`src/rtl/hirq_pkg.sv`:
```
package hirq_pkg;
  typedef enum logic [2:0] {
    RA_MASK = 3'd0,
    RA_MSET = 3'd1,
    RA_MCLR = 3'd2,
    RA_VIEW = 3'd3,
    RA_TAKE = 3'd4,
    RA_ACK  = 3'd5,
    RA_HCFG = 3'd6
  } reg_addr_e;

  localparam int CFG_EN_BIT  = 5;
  localparam int CFG_LOW_BIT = 7;
endpackage

```
`src/rtl/irq_mask_reg.sv`:
```
module irq_mask_reg #(
  parameter int          DATA_W    = 32,
  parameter int          ALIAS_W   = 16,
  parameter logic [31:0] RESET_VAL = 32'h0000_0001
) (
  input  logic              clk,
  input  logic              rst_n,
  input  logic              wr_full,
  input  logic              wr_set,
  input  logic              wr_clr,
  input  logic [DATA_W-1:0] wdata,
  output logic [DATA_W-1:0] mask
);
  localparam int HI_W = DATA_W - ALIAS_W;

  function automatic logic [DATA_W-1:0] alias_bits(input logic [DATA_W-1:0] d);
    return {{HI_W{1'b0}}, d[ALIAS_W-1:0]};
  endfunction

  function automatic logic [DATA_W-1:0] mask_next(
    input logic [DATA_W-1:0] cur, input logic [DATA_W-1:0] d,
    input logic full, input logic set, input logic clr);
    logic [DATA_W-1:0] n;
    n = cur;
    if (full) n = d;
    else if (set) n = cur | alias_bits(d);
    else if (clr) n = cur & ~alias_bits(d);
    return n;
  endfunction

  logic [DATA_W-1:0] alias_w;
  assign alias_w = alias_bits(wdata);

  always_ff @(posedge clk or negedge rst_n) begin
    if (!rst_n) mask <= RESET_VAL[DATA_W-1:0];
    else        mask <= mask_next(mask, wdata, wr_full, wr_set, wr_clr);
  end


  mset_reach_chk: assert property (@(posedge clk) disable iff (!rst_n)
    wr_set |=> ((mask & $past(alias_w)) == $past(alias_w)));


  mclr_reach_chk: assert property (@(posedge clk) disable iff (!rst_n)
    wr_clr |=> ((mask & $past(alias_w)) == '0));
endmodule

```
`src/rtl/irq_status_bank.sv`:
```
module irq_status_bank #(
  parameter int                 NUM_SRC = 18,
  parameter logic [NUM_SRC-1:0] USED    = 18'h347FF
) (
  input  logic               clk,
  input  logic               rst_n,
  input  logic [NUM_SRC-1:0] evt,
  input  logic               take_all,
  input  logic               ack_wr,
  input  logic [NUM_SRC-1:0] ack_bits,
  output logic [NUM_SRC-1:0] status,
  output logic               any_evt,
  output logic               any_clr
);
  logic [NUM_SRC-1:0] evt_live;
  logic [NUM_SRC-1:0] clr_vec;

  function automatic logic [NUM_SRC-1:0] status_next(
    input logic [NUM_SRC-1:0] cur, input logic [NUM_SRC-1:0] clr,
    input logic [NUM_SRC-1:0] ev);
    return (cur & ~clr) | ev;
  endfunction

  assign evt_live = evt & USED;
  assign clr_vec  = take_all ? {NUM_SRC{1'b1}} : (ack_wr ? ack_bits : '0);
  assign any_evt  = |evt_live;
  assign any_clr  = |clr_vec;

  always_ff @(posedge clk or negedge rst_n) begin
    if (!rst_n) status <= '0;
    else        status <= status_next(status, clr_vec, evt_live);
  end


  evt_keep_chk: assert property (@(posedge clk) disable iff (!rst_n)
    any_evt |=> ((status & $past(evt_live)) == $past(evt_live)));


  idle_hold_chk: assert property (@(posedge clk) disable iff (!rst_n)
    (!any_evt && !any_clr) |=> $stable(status));


  take_empty_chk: assert property (@(posedge clk) disable iff (!rst_n)
    (take_all && !any_evt) |=> (status == '0));
endmodule

```
`src/rtl/irq_line_drive.sv`:
```
module irq_line_drive #(
  parameter int NUM_SRC = 18
) (
  input  logic [NUM_SRC-1:0] status,
  input  logic [NUM_SRC-1:0] mask,
  input  logic               enable,
  input  logic               act_low,
  output logic               pending,
  output logic               irq
);
  logic [NUM_SRC-1:0] gated;

  for (genvar k = 0; k < NUM_SRC; k++) begin : g_gate
    assign gated[k] = status[k] & ~mask[k];
  end

  assign pending = |gated;
  assign irq     = enable ? (pending ^ act_low) : act_low;
endmodule

```
`src/rtl/host_irq_unit.sv`:
```
module host_irq_unit #(
  parameter int                 NUM_SRC = 18,
  parameter int                 DATA_W  = 32,
  parameter int                 ALIAS_W = 16,
  parameter int                 ADDR_W  = 3,
  parameter logic [NUM_SRC-1:0] USED    = 18'h347FF
) (
  input  logic              clk,
  input  logic              rst_n,
  input  logic [NUM_SRC-1:0] evt_i,
  input  logic              bus_wr,
  input  logic              bus_rd,
  input  logic [ADDR_W-1:0] bus_addr,
  input  logic [DATA_W-1:0] bus_wdata,
  output logic [DATA_W-1:0] bus_rdata,
  output logic              host_irq
);
  import hirq_pkg::*;

  localparam int PAD_W = DATA_W - NUM_SRC;

  logic               wr_mask, wr_mset, wr_mclr, wr_ack, wr_cfg, rd_take;
  logic [DATA_W-1:0]  mask;
  logic [NUM_SRC-1:0] status;
  logic               any_evt, any_clr, pending;
  logic               cfg_en, cfg_low;

  assign wr_mask = bus_wr && (bus_addr == RA_MASK);
  assign wr_mset = bus_wr && (bus_addr == RA_MSET);
  assign wr_mclr = bus_wr && (bus_addr == RA_MCLR);
  assign wr_ack  = bus_wr && (bus_addr == RA_ACK);
  assign wr_cfg  = bus_wr && (bus_addr == RA_HCFG);
  assign rd_take = bus_rd && (bus_addr == RA_TAKE);

  irq_mask_reg #(.DATA_W(DATA_W), .ALIAS_W(ALIAS_W)) u_mask (
    .clk(clk), .rst_n(rst_n), .wr_full(wr_mask), .wr_set(wr_mset),
    .wr_clr(wr_mclr), .wdata(bus_wdata), .mask(mask));

  irq_status_bank #(.NUM_SRC(NUM_SRC), .USED(USED)) u_sts (
    .clk(clk), .rst_n(rst_n), .evt(evt_i), .take_all(rd_take),
    .ack_wr(wr_ack), .ack_bits(bus_wdata[NUM_SRC-1:0]),
    .status(status), .any_evt(any_evt), .any_clr(any_clr));

  always_ff @(posedge clk or negedge rst_n) begin
    if (!rst_n) begin
      cfg_en  <= 1'b0;
      cfg_low <= 1'b0;
    end else if (wr_cfg) begin
      cfg_en  <= bus_wdata[CFG_EN_BIT];
      cfg_low <= bus_wdata[CFG_LOW_BIT];
    end
  end

  irq_line_drive #(.NUM_SRC(NUM_SRC)) u_line (
    .status(status), .mask(mask[NUM_SRC-1:0]), .enable(cfg_en),
    .act_low(cfg_low), .pending(pending), .irq(host_irq));

  always_comb begin
    bus_rdata = '0;
    case (bus_addr)
      RA_MASK: bus_rdata = mask;
      RA_VIEW,
      RA_TAKE: bus_rdata = {{PAD_W{1'b0}}, status};
      RA_HCFG: begin
        bus_rdata[CFG_EN_BIT]  = cfg_en;
        bus_rdata[CFG_LOW_BIT] = cfg_low;
      end
      default: bus_rdata = '0;
    endcase
  end


  masked_keep_chk: assert property (@(posedge clk) disable iff (!rst_n)
    (!any_clr && (status != '0)) |=> ((status & $past(status)) == $past(status)));
endmodule

```
`config.mk`:
```
export PLATFORM = sky130hd
export DESIGN_NAME = host_irq_unit
export DESIGN_NICKNAME = d
export VERILOG_FILES = /design/src/rtl/hirq_pkg.sv /design/src/rtl/irq_mask_reg.sv /design/src/rtl/irq_status_bank.sv /design/src/rtl/irq_line_drive.sv /design/src/rtl/host_irq_unit.sv
export SDC_FILE = /design/constraint.sdc
export NUM_CORES = 1
export LEC_CHECK = 0
export BUFFER_PORTS_ARGS = -buffer_cell sky130_fd_sc_hd__buf_2
export CAP_MARGIN = 20
export CORE_ASPECT_RATIO = 0.9
export CORE_UTILIZATION = 50
export CTS_CLUSTER_DIAMETER = 60
export DETAILED_ROUTE_END_ITERATION = 8
export PLACE_DENSITY_LB_ADDON = 0.1
export SLEW_MARGIN = 20
export SYNTH_ARGS = -nofsm -noshare
export SYNTH_HDL_FRONTEND = slang
export SYNTH_SLANG_ARGS = --single-unit
```
`constraint.sdc`:
```
create_clock -name clk -period 1.52 [get_ports clk]
set_clock_uncertainty 0.05 [all_clocks]
set_input_delay 0.152 -clock clk [delete_from_list [all_inputs] [get_ports clk]]
set_output_delay 0.152 -clock clk [all_outputs]
set_load 0.005 [all_outputs]
```
# Yosys cells after proc, flatten, opt, wreduce, memory -nomap -nowiden
# Cells that the tools add are included.
# op_classes
n_reduce_logical,10
n_bitwise,43
n_eq_ne,6
muxes,11
# ops
op,n
two-way mux 32 bit,3
one-hot mux 24 bit (2 select lines),1
two-way mux 18 bit,2
bitwise AND 32 bit,1
NOT 16 -> 32 bit,1
OR 32 x 16 -> 32 bit,1
bitwise AND 1 bit,18
bitwise AND 18 bit,1
NOT 1 bit,18
NOT 18 bit,1
OR 18 bit,1
OR reduction 18 bit,1
one-hot mux 5 bit (2 select lines),1
"equality test 3 bit, second input constant",3
"equality test 3 x 2 -> 1 bit, second input constant",2
logical AND 1 bit,6
one-hot mux 1 bit (3 select lines),2
"equality test 3 x 1 -> 1 bit, second input constant",1
zero test 3 bit,1
nonzero test 3 bit,1
one-hot mux 1 bit (2 select lines),1
OR reduction 2 bit,1
two-way mux 1 bit,1
XOR 1 bit,1
# totals
output_inout_bits,33
register_bits,52
word_cells,74

# Depth between registers and ports, before layout
# Gate-level depths: netlist of the first run.
# depth
depth_word,7
ltp_mapped,6

# Cells and area by module
# A second synthesis of the first run with hierarchy kept.
# hier_totals
hier_cells,267
area_unflattened_um2,2940.3
# by_module_without_submodules
module,cells_each,area_per_inst_um2,seq_area_each_um2,n_inst
irq_mask_reg,89,1265.0,802.0,1
irq_status_bank,70,807.0,450.4,1
host_irq_unit,79,680.7,50.0,1
irq_line_drive,29,187.7,0.0,1

# Worst setup path before layout of the first run
# OpenSTA, ideal clock, no wires.
# synth_path
kind,input-to-reg
from,input port bus_addr[2]
to,register u_mask.mask[19]
t_required_ns,1.345
slack_ns,0.163
path_buffers,2
path_stages,5
arrival_time_ns,1.182
path_cell_list,buf_6 nand2b_4 nor3_4 buf_6 mux2_2
# synth_via
elab_chain_len,4
elab_cells_between_ends,9
classes_between,2 x eq/ne; 2 x mux; 5 x reduce/logical
# synth_rtl
element,line,rtl
from (decl),host_irq_unit.sv:13,"input logic [ADDR_W-1:0] bus_addr,"
equality test 3 x 1 -> 1 bit,host_irq_unit.sv:29,assign wr_mset = bus_wr && (bus_addr == RA_MSET);
logical AND 1 bit,host_irq_unit.sv:29,
two-way mux 32 bit,irq_mask_reg.sv:26,else if (set) n = cur | alias_bits(d);
two-way mux 32 bit,irq_mask_reg.sv:25,if (full) n = d;
to (signal assigned),irq_mask_reg.sv:35,if (!rst_n) mask <= RESET_VAL[DATA_W-1:0];
to (signal assigned),irq_mask_reg.sv:36,"else mask <= mask_next(mask, wdata, wr_full, wr_set, wr_clr);"
to (decl),irq_mask_reg.sv:12,output logic [DATA_W-1:0] mask
# Parallel ways exist; a longest one is shown, timed or not.
# A chain may end at the register's enable or synchronous reset.

# Worst setup path in the final report of the first run
# layout_path
from,register u_sts.status[3]
to,output port host_irq
# layout_via
elab_chain_len,4
# layout_rtl
element,line,rtl
from (decl),irq_status_bank.sv:11,"output logic [NUM_SRC-1:0] status,"
from (signal assigned),irq_status_bank.sv:31,"else status <= status_next(status, clr_vec, evt_live);"
bitwise AND 1 bit,irq_line_drive.sv:14,assign gated[k] = status[k] & ~mask[k];
OR reduction 18 bit,irq_line_drive.sv:17,assign pending = |gated;
XOR 1 bit,irq_line_drive.sv:18,assign irq = enable ? (pending ^ act_low) : act_low;
two-way mux 1 bit,irq_line_drive.sv:18,
to (decl),host_irq_unit.sv:16,output logic host_irq
# Every way passes these cells.

==> results of run 1 <==
## layout by cell type, fill, tap and decap left out, drive strengths merged
cell         netlist  final
nand3              1      1
nand4b             1      1
a22oi              2      2
a41o               1      1
dfrtp             51     51
clkbuf             4      6
dfstp              1      1
mux2              19     19
buf               10    109
a221oi             3      3
a22o              32     32
a21o               1      1
a31o              14     14
a21oi              4      4
bufinv             0      1
nor2               5      5
dlygate4sd3        0     19
o21ai             19     19
nor3               3      3
and4               1      1
nand2b             1      1
xnor2              1      1
o22ai              6      6
nand2             22     22
inv               20     21
and2              14     14
## final cells by class
class,instances,area share [%]
clock buffers,6,2.03
clock inverters,2,1.08
inverters,20,2.10
multi-input cells,150,32.1
flip-flops and latches,52,36.4
well taps,65,2.27
repair buffers,128,24.1
## cells by family after synthesis
logic type / count (synthesis) / share of synthesized area (%)
compound gates: 82 / 23.9
xor+xnor: 1 / 0.341
buf+inv: 34 / 6.52
flops: 52 / 50.7
mux: 19 / 8.32
simple gates: 48 / 10.3
## stage by stage
stage               total power (W)  setup slack, ns  utilization [%]  std cells  hold slack (ns)
floorplan                   0.00210            0.163                -        236           -0.194
global placement            0.00239          0.00149             65.3        391           0.0290
detailed placement          0.00242          -0.0337             65.3        391           0.0314
CTS                         0.00346           -0.240             73.0        422           0.0173
global route                0.00362           -0.323             73.1        423           0.0106
finish                      0.00344           -0.260             73.1        423           0.0278
## Yosys cell counts
cell type,n
nor2_1,4
xnor2_1,1
buf_4,6
buf_6,2
dfrtp_1,51
nand2_1,22
a21oi_1,4
nor2_4,1
clkbuf_1,4
a22o_1,32
o22ai_1,6
a22oi_1,2
o21ai_0,19
a221oi_1,3
a41o_1,1
nor3_4,1
nor3_1,2
buf_2,2
inv_1,20
nand2b_4,1
a21o_1,1
and4_1,1
nand4b_1,1
dfstp_2,1
mux2_2,19
a31o_2,14
nand3_2,1
and2_1,14
## report_power, final
part / internal, W / leakage [nW] / switching [W]
registers: 0.00159 / 0.595 / 0.000128
clock network: 0.000498 / 0.0558 / 0.000460
logic: 0.000450 / 1.10 / 0.000314
## layer usage
metal	vias to the layer above	routed length (um)
met5	-	0
met4	0	43
met3	4	381
met2	74	3040
met1	1098	2910
li1	1099	-
## critical path, stage by stage (launching register included)
cell	delay [ns]
dfrtp_1	0.40
inv_1	0.07
o22ai_2	0.08
a221oi_2	0.24
a41o_1	0.22
xnor2_1	0.13
buf_2	0.14
## worst min path at each step
stage / start / depth (start not counted) / slack (ns) / to
after floorplan: rst_n / 0 / -0.19 / asynchronous set/reset pin
after global placement: rst_n / 1 / 0.03 / u_sts.status[7]
after detailed placement: rst_n / 1 / 0.03 / u_sts.status[5]
after CTS: bus_wdata[21] / 2 / 0.02 / u_mask.mask[21]
after global routing: bus_wdata[18] / 2 / 0.01 / u_mask.mask[18]
final: bus_wdata[24] / 2 / 0.03 / u_mask.mask[24]
## what timing repair did
item | in CTS | in global routing
endpoints found under the setup margin | 2 | 3
pin swaps | 5 | 3
setup buffers | 4 | 1
endpoints found under the hold margin | 28 | 0
hold buffers | 19 | 0
resized for setup | 9 | 4
==> results.sh, run 1 <==
export IMPL_synth_area_leaders="dfrtp_1 50%, a22o_1 11%, mux2_2 8.3%, a31o_2 4.8%, o21ai_0 3.7%"
export IMPL_diodes=0
export IMPL_htreeDepth=2
export IMPL_finalMaxSlewViolations=0
export IMPL_cts_tree="built"
export IMPL_arrival_ns=1.58
export IMPL_clk_pin_slew_ns=0.09
export IMPL_min_path_type="in -> reg"
export IMPL_start_util_pct=52.5
export IMPL_ir_drop_uv=675
export IMPL_reg2reg_depth=3
export IMPL_crit_path_start="u_sts.status[3]"
export IMPL_slew_headroom_pct=75.8
export IMPL_gp_congestion=0.800
export IMPL_worst_slack_ns=-0.260
export IMPL_synth_cell_type_count=28
export IMPL_grt_setup_unrepaired="yes"
export IMPL_reg2reg_slack_ns=0.54
export IMPL_fillCellCount=351
export IMPL_r2r_end="u_sts.status[4]"
export IMPL_num_vias=2275
export IMPL_ant_nets=0
export IMPL_final_hold_viol_count=0
export IMPL_r2r_start="u_sts.status[4]"
export IMPL_ys_seq_area_share_pct=50.7
export IMPL_synth_top_cell_area_share_pct=49.6
export IMPL_synth_cells=236
export IMPL_use_met3_pct=4.71
export IMPL_grt_busiest_layer="met2"
export IMPL_p_per_area_nw_per_um2=960
export IMPL_yosysWarnings=0
export IMPL_leakagePower_nw=1.75
export IMPL_setup_viol=2
export IMPL_die_h_um=70.0
export IMPL_tightest_slew_ns=0.362
export IMPL_syn_to_final_growth_pct=39.2
export IMPL_postLayoutCellArea_um2=3580
export IMPL_ioPinCount=90
export IMPL_fin_crit_ns=1.78
export IMPL_rows=24
export IMPL_avgSynthCellArea_um2=10.9
export IMPL_drt_first_iter_violations=123
export IMPL_status="complete, but fails checks"
export IMPL_dr_pass1_iters=4
export IMPL_tns_ns=-0.343
export IMPL_multi_input_area_um2=1150
export IMPL_ff_latch_area_um2=1300
export IMPL_worstSetupPathType="reg -> out"
export IMPL_use_met2_pct=40.2
export IMPL_critPathCapture="host_irq"
export IMPL_end_kind="output pin"
export IMPL_dieArea_um2=5430
export IMPL_grt_use_met1_pct=34.7
export IMPL_first_global_vias=2201
export IMPL_cap_violations=0
export IMPL_max_freq_mhz=562
export IMPL_hpwlAfterDp_mm=4.34
export IMPL_viasPerCell=5.38
export IMPL_die_w_um=77.6
export IMPL_wl_per_cell_um=15.1
export IMPL_wl_mm=6.38
export IMPL_final_nets=414
export IMPL_worstPathRequired_ns=1.32
export IMPL_clock_latency_ns=0.30
export IMPL_period_share_pct=117
export IMPL_synth_seq_cells=52
export IMPL_syn_nets=293
export IMPL_drc_errors=0
export IMPL_start_kind="flop"
export IMPL_synth_top_cell_by_area="dfrtp_1"
export IMPL_root_buffer="clkbuf_8"
export IMPL_drive_above_1_share_pct=45.8
export IMPL_grt_start_max_net_pins=31
export IMPL_grt_use_total_pct=24.8
export IMPL_cts_buffers=5
export IMPL_violations="negative setup slack"
export IMPL_post_dp_cell_area_um2=3200
export IMPL_core_area_um2=4890
export IMPL_ctsLongestPathBuffers=2
export IMPL_grt_pass1_wl_mm=10.4
export IMPL_cts_sinks=52
export IMPL_antenna_found_initial=0
export IMPL_io_buffers=85
export IMPL_overflow=0
export IMPL_cp_max_fo=2
export IMPL_syn_area_um2=2570
(Power assumes the default switching activity.)
==> run 2: changes to the inputs <==
--- a/config.mk
+++ b/config.mk
@@ -12,6 +12,7 @@
 export CTS_CLUSTER_DIAMETER = 60
 export DETAILED_ROUTE_END_ITERATION = 8
 export PLACE_DENSITY_LB_ADDON = 0.1
+export RECOVER_POWER = 25
 export SLEW_MARGIN = 20
 export SYNTH_ARGS = -nofsm -noshare
 export SYNTH_HDL_FRONTEND = slang
==> run 2 against run 1 <==
The run still ends with negative setup slack left. Count of clock-buffer cells in the layout stayed put. Utilization shrank 0.33 points. Clock power hardly changed. Global-route usage did not move. Die area unchanged. Sequential share of layout area grew 0.17 points. Critical endpoint unchanged. Highest routed layer unchanged.
==> results.sh, run 2 (synthesis gave the netlist of run 1 again) <==
export IMPL_clk_pin_slew_ns=0.09
export IMPL_dieArea_um2=5430
export IMPL_p_per_area_nw_per_um2=963
export IMPL_dr_pass1_iters=4
export IMPL_use_met3_pct=4.71
export IMPL_ioPinCount=90
export IMPL_final_common_cell="buf_2"
export IMPL_wl_mm=6.38
export IMPL_max_stage_delay_ns=0.40
export IMPL_die_w_um=77.6
export IMPL_violations="negative setup slack"
export IMPL_use_met2_pct=40.2
export IMPL_start_kind="flop"
export IMPL_root_buffer="clkbuf_8"
export IMPL_grt_setup_unrepaired="yes"
export IMPL_worst_slack_ns=-0.260
export IMPL_cp_num_buf_inv=2
export IMPL_max_freq_mhz=562
export IMPL_ir_drop_uv=675
export IMPL_num_vias=2275
export IMPL_final_nets=414
export IMPL_period_share_pct=117
export IMPL_setup_viol=2
export IMPL_grt_use_total_pct=24.8
export IMPL_grt_start_max_net_pins=31
export IMPL_final_hold_viol_count=0
export IMPL_core_area_um2=4890
export IMPL_grt_pass1_wl_mm=10.4
export IMPL_worstPathRequired_ns=1.32
export IMPL_cp_top_family="compound AO/OA/AOI/OAI gates"
export IMPL_wl_per_cell_um=15.1
export IMPL_first_global_vias=2201
export IMPL_cts_tree="built"
export IMPL_fin_crit_ns=1.78
export IMPL_grt_busiest_layer="met2"
export IMPL_cts_buffers=5
export IMPL_rows=24
export IMPL_mostFrequentLayoutCells="84 x buf_2, 51 x dfrtp_1, 32 x a22o_1, 22 x nand2_1"
export IMPL_fillCellCount=353
export IMPL_drive_above_1_share_pct=45.5
export IMPL_cap_violations=0
export IMPL_ant_nets=0
export IMPL_postLayoutCellArea_um2=3560
export IMPL_start_util_pct=52.5
export IMPL_finalMaxSlewViolations=0
export IMPL_clock_latency_ns=0.30
export IMPL_crit_path_top_delay_cell="dfrtp_1"
export IMPL_dp_worst_setup_slack_ns=-0.0337
export IMPL_hpwlAfterDp_mm=4.34
export IMPL_htreeDepth=2
export IMPL_overflow=0
export IMPL_leakagePower_nw=1.74
export IMPL_diodes=0
export IMPL_die_h_um=70.0
export IMPL_status="complete, but fails checks"
export IMPL_arrival_ns=1.58
export IMPL_min_path_type="in -> reg"
export IMPL_final_core_util_pct=72.8
export IMPL_gp_congestion=0.800
export IMPL_post_dp_cell_area_um2=3200
export IMPL_ctsLongestPathBuffers=2
export IMPL_tns_ns=-0.343
export IMPL_drc_errors=0
export IMPL_cts_sinks=52
export IMPL_worstSetupPathType="reg -> out"
export IMPL_antenna_found_initial=0
export IMPL_grt_use_met1_pct=34.7
export IMPL_tightest_slew_ns=0.778
export IMPL_cp_max_fo=2
export IMPL_slew_headroom_pct=48.1
export IMPL_io_buffers=85
export IMPL_path_cells="inv_1 > o22ai_2 > a221oi_2 > a41o_1 > xnor2_1 > buf_2"
export IMPL_end_kind="output pin"
export IMPL_viasPerCell=5.38
export IMPL_syn_to_final_growth_pct=38.6
export IMPL_drt_first_iter_violations=119
## run 2: path summary, 6_finish.rpt
kind                            startpoint                to  slack [ns]  depth (start not counted)
max in group asynchronous            rst_n  u_sts.status[15]        0.14                          3
min in group asynchronous            rst_n   u_sts.status[5]        0.38                          2
max                        u_sts.status[3]          host_irq       -0.26                          6
min                          bus_wdata[24]   u_mask.mask[24]        0.03                          2
min reg2reg                u_mask.mask[27]   u_mask.mask[27]        0.46                          1
max reg2reg                u_sts.status[4]   u_sts.status[4]        0.54                          3
## run 2: through the flow
step	power (W)	hold slack, ns	cells
after global placement	0.00239	0.0290	391
final	0.00343	0.0278	423
after floorplan	0.00210	-0.194	236
after CTS	0.00346	0.0173	422
after global routing	0.00361	0.0106	423
after detailed placement	0.00242	0.0314	391
## run 2: per-layer routing
layer / share of wire [%] / up-vias / wire, um
met5: 0 / - / 0
met4: 0.67 / 0 / 43
met3: 6.0 / 4 / 381
met2: 48 / 74 / 3040
met1: 46 / 1098 / 2910
li1: - / 1099 / -
## run 2: worst reg2reg max path, cell delays in order, from the launching register on
cell and delay [ns]:
dfrtp_1 0.39, buf_4 0.13, buf_4 0.12, a31o_2 0.19
## run 2: final cells by class
class | instances | area [um^2] | area share (%)
clock buffer | 6 | 72.6 | 2.04
timing repair buffer | 128 | 846 | 23.7
clock inverter | 2 | 38.8 | 1.09
multi-input combinational | 150 | 1150 | 32.2
inverter | 20 | 75.1 | 2.11
sequential | 52 | 1300 | 36.6
tap | 65 | 81.3 | 2.28
## run 2: what timing repair did
item,4_1_cts,5_1_grt
resized for setup,9,4
buffers inserted,4,1
pin swaps,5,3
setup endpoints to repair,2,3
hold endpoints to repair,28,0
hold buffers,19,0
## run 2: where the power goes
group,leakage (nW),internal (W),switching [W],total (W)
combinational,1.09,0.000445,0.000313,0.000758
sequential,0.595,0.00159,0.000128,0.00172
clock,0.0558,0.000498,0.000460,0.000958
total,1.74,0.00253,0.000901,0.00343
==> run 3: changes to the inputs <==
==> constraint.sdc (replaced) <==
create_clock -name clk -period 1.8 [get_ports clk]
set_clock_uncertainty 0.05 [all_clocks]
set_input_delay 0.18 -clock clk [delete_from_list [all_inputs] [get_ports clk]]
set_output_delay 0.18 -clock clk [all_outputs]
set_load 0.005 [all_outputs]
==> run 3 against run 2 <==
The flow still finishes with violations (negative setup slack). Final cell count down 5.4%. Total power down 17%. Worst hold slack worse by 0.020 ns. Setup slack better by 0.25 ns. Sequential power down 15%. Routed wire length down 1.7%. Cell area down 7.5%. Critical endpoint unchanged. Largest cell class unchanged. Highest routed layer unchanged.
==> results.sh, run 3 (synthesis gave the netlist of run 1 again) <==
export IMPL_start_util_pct=52.5
export IMPL_io_buffers=85
export IMPL_antenna_found_initial=0
export IMPL_switchingPower_w=0.000741
export IMPL_p_per_area_nw_per_um2=866
export IMPL_hpwlAfterDp_mm=4.39
export IMPL_dieArea_um2=5430
export IMPL_end_kind="output pin"
export IMPL_worstPathRequired_ns=1.57
export IMPL_final_common_cell="buf_2"
export IMPL_reg2reg_depth=2
export IMPL_die_w_um=77.6
export IMPL_status="complete, but fails checks"
export IMPL_clk_pin_slew_ns=0.10
export IMPL_root_buffer="clkbuf_8"
export IMPL_ctsLongestPathBuffers=2
export IMPL_p_sw_share_pct=26.0
export IMPL_ir_drop_uv=680
export IMPL_cap_violations=0
export IMPL_cts_sinks=52
export IMPL_worstSetupPathType="reg -> out"
export IMPL_hold_slack_ns=0.00740
export IMPL_clkPwrFrac_pct=29.3
export IMPL_use_met2_pct=39.4
export IMPL_dr_pass1_iters=4
export IMPL_core_area_um2=4890
export IMPL_rows=24
export IMPL_grt_use_total_pct=24.3
export IMPL_drt_first_iter_violations=155
export IMPL_final_nets=391
export IMPL_ioPinCount=90
export IMPL_grt_start_max_net_pins=26
export IMPL_period_share_pct=101
export IMPL_use_met3_pct=4.31
export IMPL_post_dp_cell_area_um2=3080
export IMPL_fin_crit_ns=1.81
export IMPL_die_h_um=70.0
export IMPL_tightest_slew_ns=0.953
export IMPL_htreeDepth=2
export IMPL_grt_busiest_layer="met2"
export IMPL_fillCellCount=406
export IMPL_diodes=0
export IMPL_drive_above_1_share_pct=44.5
export IMPL_max_freq_mhz=551
export IMPL_mostFrequentLayoutCells="84 x buf_2, 51 x dfrtp_1, 32 x a22o_1, 22 x nand2_1"
export IMPL_grt_setup_unrepaired="yes"
export IMPL_ant_nets=0
export IMPL_wl_per_cell_um=15.7
export IMPL_setup_viol=1
export IMPL_holdPathStages=2
export IMPL_start_kind="flop"
export IMPL_finalMaxSlewViolations=0
export IMPL_leakagePower_nw=1.62
export IMPL_dp_worst_setup_slack_ns=0.204
export IMPL_grt_pass1_wl_mm=10.2
export IMPL_cp_max_fo=2
export IMPL_first_global_vias=2105
export IMPL_cts_tree="built"
export IMPL_intPower_w=0.00211
export IMPL_slew_headroom_pct=36.5
export IMPL_num_vias=2225
export IMPL_grt_use_met1_pct=34.4
export IMPL_drc_errors=0
export IMPL_syn_to_final_growth_pct=28.2
export IMPL_violations="negative setup slack"
export IMPL_overflow=0
export IMPL_gp_congestion=0.751
export IMPL_clock_latency_ns=0.30
export IMPL_min_path_type="in -> reg"
export IMPL_final_hold_viol_count=0
export IMPL_postLayoutCellArea_um2=3300
export IMPL_p_seq_share_pct=51.0
export IMPL_comb_power_share_pct=19.6
export IMPL_arrival_ns=1.58
export IMPL_reg2reg_slack_ns=0.91
export IMPL_cts_buffers=5
export IMPL_wl_mm=6.27
export IMPL_worst_slack_ns=-0.0137
export IMPL_viasPerCell=5.56
-- run 3: cell count changes in the layout (fill, tap and decap cells not counted), sizes merged --
cell	delta
clkinv	+1
dlygate4sd3	-13
buf	-11
inv	-1
clkbuf	+1
-- run 3: area by class of cell --
class                   count  area, um^2  share of cell area, %
flip-flops and latches     52        1300                   39.5
multi-input cells         150        1140                   34.5
repair buffers            105         579                   17.6
clock buffers               6        82.6                   2.50
well taps                  65        81.3                   2.47
inverters                  20        75.1                   2.28
clock inverters             2        38.8                   1.18
-- run 3: path summary, 6_finish.rpt --
| path | end | start |
|---|---|---|
| max | host_irq | flop |
| min | u_sts.status[12] | bus_wdata[12] |
| max reg2reg | flop | flop |
| min reg2reg | u_mask.mask[29] | u_mask.mask[29] |
| max in group asynchronous | asynchronous set/reset pin | rst_n |
| min in group asynchronous | u_sts.status[7] | rst_n |
-- run 3: routing by layer --
layer / vias to the layer above / wire length (um)
met1: 1095 / 2910
met3: 7 / 294
met4: 0 / 56
li1: 1058 / -
met2: 65 / 3010
met5: - / 0
-- run 3: timing repair --
item	in CTS	in global routing
hold endpoints to repair	20	0
pin swaps	3	3
endpoints found under the setup margin	1	1
hold buffers	6	0
gates resized for setup	5	2
buffers inserted	2	0
-- run 3: worst max-delay path: stages (launching register included) --
cell and delay [ns]:
dfstp_2 0.56, o22ai_2 0.08, nor3_2 0.19, a41o_1 0.21, xnor2_1 0.12, buf_2 0.13
-- run 3: per-stage QoR --
| stage | utilization, % | std cells | setup TNS, ns | total power, W |
|---|---|---|---|---|
| 5_1_grt | 67.4 | 400 | -0.0638 | 0.00299 |
| 6_report | 67.4 | 400 | -0.0137 | 0.00285 |
| 3_5_place_dp | 62.9 | 384 | 0 | 0.00201 |
| 3_3_place_gp | 62.9 | 384 | 0 | 0.00198 |
| 2_1_floorplan | - | 236 | 0 | 0.00177 |
| 4_1_cts | 67.6 | 400 | -0.00562 | 0.00288 |
-- run 3: power by group through the flow --
stage,sequential (W),clock (W),combinational [W]
6_report,0.00146,0.000838,0.000560
2_1_floorplan,0.00144,0,0.000329
5_1_grt,0.00148,0.000896,0.000616
4_1_cts,0.00145,0.000856,0.000567
3_5_place_dp,0.00148,0,0.000529
3_3_place_gp,0.00147,0,0.000514
